===== src/rtl/hfu_pkg.sv =====
package hfu_pkg;

   typedef enum logic [1:0] {
      SEL_RF = 2'd0,
      SEL_MT = 2'd1,
      SEL_MD = 2'd2,
      SEL_WB = 2'd3
   } fwd_sel_e;

   localparam int unsigned PRODUCER_STAGES = 3;

endpackage


===== src/rtl/hfu_src_match.sv =====
module hfu_src_match
   import hfu_pkg::*;
#(
   parameter int unsigned AW             = 5,
   parameter bit          ZERO_REG_CONST = 1'b1
) (
   input  logic [AW-1:0] src,
   input  logic [AW-1:0] ex_rd,
   input  logic          ex_wen,
   input  logic          ex_load,
   input  logic [AW-1:0] mt_rd,
   input  logic          mt_wen,
   input  logic          mt_load,
   input  logic [AW-1:0] md_rd,
   input  logic          md_wen,
   output fwd_sel_e      sel_next,
   output logic          load_hazard
);

   logic [PRODUCER_STAGES-1:0][AW-1:0] prod_rd;
   logic [PRODUCER_STAGES-1:0]         prod_wen;
   logic [PRODUCER_STAGES-1:0]         hit;
   logic                               src_live;

   assign prod_rd  = {md_rd, mt_rd, ex_rd};
   assign prod_wen = {md_wen, mt_wen, ex_wen};

   if (ZERO_REG_CONST) begin : g_zero_const
      assign src_live = |src;
   end else begin : g_zero_plain
      assign src_live = 1'b1;
   end

   for (genvar s = 0; s < PRODUCER_STAGES; s++) begin : g_hit
      assign hit[s] = src_live && prod_wen[s] && (prod_rd[s] == src);
   end

   always_comb begin
      if (hit[0])      sel_next = SEL_MT;
      else if (hit[1]) sel_next = SEL_MD;
      else if (hit[2]) sel_next = SEL_WB;
      else             sel_next = SEL_RF;
   end

   assign load_hazard = (hit[0] && ex_load) || (!hit[0] && hit[1] && mt_load);

endmodule


===== src/rtl/hfu_wb_bypass.sv =====
module hfu_wb_bypass #(
   parameter int unsigned AW             = 5,
   parameter bit          ENABLE         = 1'b1,
   parameter bit          ZERO_REG_CONST = 1'b1
) (
   input  logic [AW-1:0] src,
   input  logic [AW-1:0] wb_rd,
   input  logic          wb_wen,
   output logic          take_wb
);

   if (!ENABLE) begin : g_wbr
      logic unused_inputs;
      assign unused_inputs = ^{src, wb_rd, wb_wen};
      assign take_wb       = 1'b0;
   end else if (ZERO_REG_CONST) begin : g_byp_nz
      assign take_wb = wb_wen && (|src) && (wb_rd == src);
   end else begin : g_byp_any
      assign take_wb = wb_wen && (wb_rd == src);
   end

endmodule


===== src/rtl/hfu_sel_reg.sv =====
module hfu_sel_reg #(
   parameter int unsigned NSRC = 2
) (
   input  logic                       clk,
   input  logic                       rst_n,
   input  logic                       bubble,
   input  logic [NSRC-1:0][1:0]       sel_d,
   output logic [NSRC-1:0][1:0]       sel_q
);

   for (genvar i = 0; i < NSRC; i++) begin : g_reg
      always_ff @(posedge clk) begin
         if (!rst_n || bubble) sel_q[i] <= 2'd0;
         else                  sel_q[i] <= sel_d[i];
      end
   end

endmodule


===== src/rtl/pipe_hazard_unit.sv =====
module pipe_hazard_unit
   import hfu_pkg::*;
#(
   parameter int unsigned REG_COUNT      = 32,
   parameter bit          WB_DEC_BYPASS  = 1'b1,
   parameter bit          ZERO_REG_CONST = 1'b1,
   localparam int unsigned AW            = $clog2(REG_COUNT)
) (
   input  logic          clk,
   input  logic          rst_n,
   input  logic [AW-1:0] dec_rs_a,
   input  logic [AW-1:0] dec_rs_b,
   input  logic [AW-1:0] ex_rd,
   input  logic          ex_wen,
   input  logic          ex_load,
   input  logic [AW-1:0] mt_rd,
   input  logic          mt_wen,
   input  logic          mt_load,
   input  logic [AW-1:0] md_rd,
   input  logic          md_wen,
   input  logic [AW-1:0] wb_rd,
   input  logic          wb_wen,
   output logic          stall_front,
   output logic          bubble_ex,
   output logic [1:0]    fwd_sel_a,
   output logic [1:0]    fwd_sel_b,
   output logic          dec_wb_byp_a,
   output logic          dec_wb_byp_b
);

   localparam int unsigned NSRC = 2;

   if (REG_COUNT < 2) begin : g_chk_count
      $error("pipe_hazard_unit: REG_COUNT must be at least 2");
   end
   if ((1 << AW) != REG_COUNT) begin : g_chk_pow2
      $error("pipe_hazard_unit: REG_COUNT must be a power of two");
   end

   logic [NSRC-1:0][AW-1:0] src;
   logic [NSRC-1:0][1:0]    sel_d;
   logic [NSRC-1:0][1:0]    sel_q;
   logic [NSRC-1:0]         hazard;
   logic [NSRC-1:0]         wb_take;
   logic                    stall;

   assign src = {dec_rs_b, dec_rs_a};

   for (genvar i = 0; i < NSRC; i++) begin : g_src
      fwd_sel_e sel_e;

      hfu_src_match #(.AW(AW), .ZERO_REG_CONST(ZERO_REG_CONST)) u_match (
         .src         (src[i]),
         .ex_rd       (ex_rd),
         .ex_wen      (ex_wen),
         .ex_load     (ex_load),
         .mt_rd       (mt_rd),
         .mt_wen      (mt_wen),
         .mt_load     (mt_load),
         .md_rd       (md_rd),
         .md_wen      (md_wen),
         .sel_next    (sel_e),
         .load_hazard (hazard[i])
      );
      assign sel_d[i] = sel_e;

      hfu_wb_bypass #(.AW(AW), .ENABLE(WB_DEC_BYPASS), .ZERO_REG_CONST(ZERO_REG_CONST)) u_wb (
         .src     (src[i]),
         .wb_rd   (wb_rd),
         .wb_wen  (wb_wen),
         .take_wb (wb_take[i])
      );
   end

   assign stall = |hazard;

   hfu_sel_reg #(.NSRC(NSRC)) u_sel (
      .clk    (clk),
      .rst_n  (rst_n),
      .bubble (stall),
      .sel_d  (sel_d),
      .sel_q  (sel_q)
   );

   assign stall_front  = stall;
   assign bubble_ex    = stall;
   assign fwd_sel_a    = sel_q[0];
   assign fwd_sel_b    = sel_q[1];
   assign dec_wb_byp_a = wb_take[0];
   assign dec_wb_byp_b = wb_take[1];

endmodule


===== config.mk =====
export PLATFORM = sky130hd
export DESIGN_NAME = pipe_hazard_unit
export DESIGN_NICKNAME = d
export VERILOG_FILES = /design/src/rtl/hfu_pkg.sv /design/src/rtl/hfu_src_match.sv /design/src/rtl/hfu_wb_bypass.sv /design/src/rtl/hfu_sel_reg.sv /design/src/rtl/pipe_hazard_unit.sv
export SDC_FILE = /design/constraint.sdc
export NUM_CORES = 1
export LEC_CHECK = 0
export BUFFER_PORTS_ARGS = -buffer_cell sky130_fd_sc_hd__buf_2
export CORE_UTILIZATION = 38
export DETAILED_ROUTE_END_ITERATION = 8
export PLACE_DENSITY_LB_ADDON = 0.2
export SLEW_MARGIN = 30
export SYNTH_ARGS = -nofsm -noshare
export SYNTH_HDL_FRONTEND = slang
export SYNTH_HIERARCHICAL = 1
export SYNTH_SLANG_ARGS = --single-unit

===== constraint.sdc =====
create_clock -name clk -period 2.63 [get_ports clk]
set_clock_uncertainty 0.1 [all_clocks]
set_input_delay 0.526 -clock clk [delete_from_list [all_inputs] [get_ports clk]]
set_output_delay 0.526 -clock clk [all_outputs]
set_load 0.005 [all_outputs]

==> results.toml <==
[status]
outcome = "finished, final reports clean"

[route]
ant_nets = 0
wl_um = 2150
first_pass_iters = 4
drtIter0Drc = 4
via_per_inst = 4.87
drt-wirelength-per-cell_um = 12.0
drc = 0
vias = 872

[synthesis]
ys_types = 23
synth_area_um2 = 779
synth_top_family_by_area = "XOR/XNOR gates"
yosys.area.top_type = "xnor2_1"
yosys_warnings = 6
synth.yosys.seq_area_share = 0.103
syn_avg_cell_area_um2 = 8.47
synth-adder-area-share = 0
synth.area.mux_share = 0.0257
post_synth_and_or_nand_nor_area_fraction = 0.380
ys_ff_latch = 4
syn-num-nets = 130
synth_top_area_frac = 0.225
synth-compound-area-share = 0.0449
synthXorXnorAreaFrac = 0.427
ys_top_cells_by_area = "xnor2_1, xor2_1, dfxtp_1, nor4_2, and3b_1"
synthCells = 92

[timing]
finalHoldViolations = 0
min_period_ns = 2.61
finalCritPeriodShare = 0.992
tns_ns = 0
max_freq_ghz = 0.383
slew_violations = 0
relSlewSlack = 0.822
tightest_slew_ns = 0.264
fin_hold_ws_ns = 0.462
setup_violations = 0

[clocking]
cts_tree = "done"
cts_max_path_buffers = 2
htreeDepth = 1
path_clk_slew_ns = 0.03
cts_buffers = 3
clockRootBuffer = "clkbuf_4"
cts_sinks = 4

[setup_path]
worstSetupStartpointType = "input pin"
critPathMaxFanout = 5
cp_cell_sequence = "buf_6 -> or4_4 -> nor2_4 -> or3b_1 -> mux2i_1 -> or2_1 -> buf_2"
worstSetupEndpointType = "output port"
crit_type = "in -> out"
slowest_delay_ns = 0.54
slowest_stage = "or4_4"
worstPathRequired_ns = 2.00
cp.arrival_ns = 1.98

[layout]
largest_reg_flops = 4
largest-register = "u_sel/sel_q"
final_cell_mix = "buf_2, xnor2_1, xor2_1"
reg_top3 = "u_sel/sel_q (4)"
num_antenna_cells = 0
fin_area_um2 = 1220
drive_above_1_share = 0.474
syn_to_final_growth_pct = 56.3
nets = 192
final_common_cell = "buf_2"
fin_util = 0.628

[floorplanning]
core_area_um2 = 1940
chipWidth_um = 47.3
die_h_um = 47.3
initial_utilization = 0.401
fp.dieArea_um2 = 2240
ioPinCount = 46
rows = 16

[job]
maxCapViolCount = 0

[placed_design]
dp_hpwl_um = 1730
place_area_um2 = 1090
gp_congestion = 0.800
port-buffer-count = 45

[pwr]
leakagePower_nw = 0.560
vdd_drop_max_mv = 0.134
powerDensity_nw_per_um2 = 244
total_power_mw = 0.298

[global_routing]
grt.overflow.total = 0
grt_pass1_vias = 763
grt_max_degree = 7
antenna_found_initial = 0
grt_usage = 0.193
grt_pass1_wl_um = 3100

[min_path]
min_path_type = "in -> reg"
==> worst paths after layout <==
check        start                        end  slack, ns  depth (start not counted)
max    dec_rs_b[4]                  bubble_ex       0.02                          7
min          rst_n  u_sel/sel_q[1]$_SDFF_PP0_       0.46                          2
==> power by group <==
group | internal, mW | switching (mW) | leakage, nW
clock | 0.0511 | 0.0255 | 0.0138
sequential | 0.0622 | 0.000190 | 0.0323
combinational | 0.0821 | 0.0765 | 0.514
==> routing by layer <==
layer	wire length (um)	vias to the layer above	track usage
met5	0	-	0
met4	21	0	0.0514
met3	115	2	0
met2	1080	36	0.364
met1	933	384	0.238
li1	-	450	-
==> repair_timing <==
action / CTS / global route
endpoints found under the setup margin: 0 / 2
gates resized for setup: 0 / 17
buffers inserted: 0 / 5
hold buffers: 0 / 0
==> area by class of cell <==
type / instances / area [um^2]
well taps: 27 / 33.8
repair buffers: 58 / 350
fillers: 185 / 723
flip-flops and latches: 4 / 80.1
clock buffers: 3 / 22.5
inverters: 2 / 7.51
multi-input cells: 85 / 724
==> per-stage QoR <==
step / cells / setup WS (ns)
6_report: 179 / 0.0222
5_1_grt: 179 / -0.0275
4_1_cts: 174 / 0.00284
3_5_place_dp: 171 / 0.00283
3_3_place_gp: 171 / 0.0133
2_1_floorplan: 92 / 0.217
==> critical path, delay by kind of cell <==
family	cells	cell delay [ns]
mux	1	0.06
buf+inv	2	0.26
simple gates	4	1.13
==> Yosys cell counts <==
cell type	number
or4_4	2
xor2_1	18
a21oi_1	2
nor2_4	2
and4_1	2
nand4_1	4
mux2i_1	2
nand4b_1	2
nor4_1	2
or2_1	3
nor3_1	4
or3b_1	2
xnor2_1	20
or3_1	2
and3b_1	4
nor4_2	4
nand3_1	2
nand2_1	4
buf_4	1
inv_1	2
o21ai_0	2
dfxtp_1	4
a21o_1	2
==> cells by family after synthesis <==
| kind of cell | Yosys count |
|---|---|
| and+or+nand+nor | 39 |
| xor gates and xnor gates | 38 |
| AOI/OAI and AO/OA | 6 |
| DFF | 4 |
| buffers and inverters | 3 |
| muxes | 2 |
Note: power is estimated with default switching activity, not from simulation.
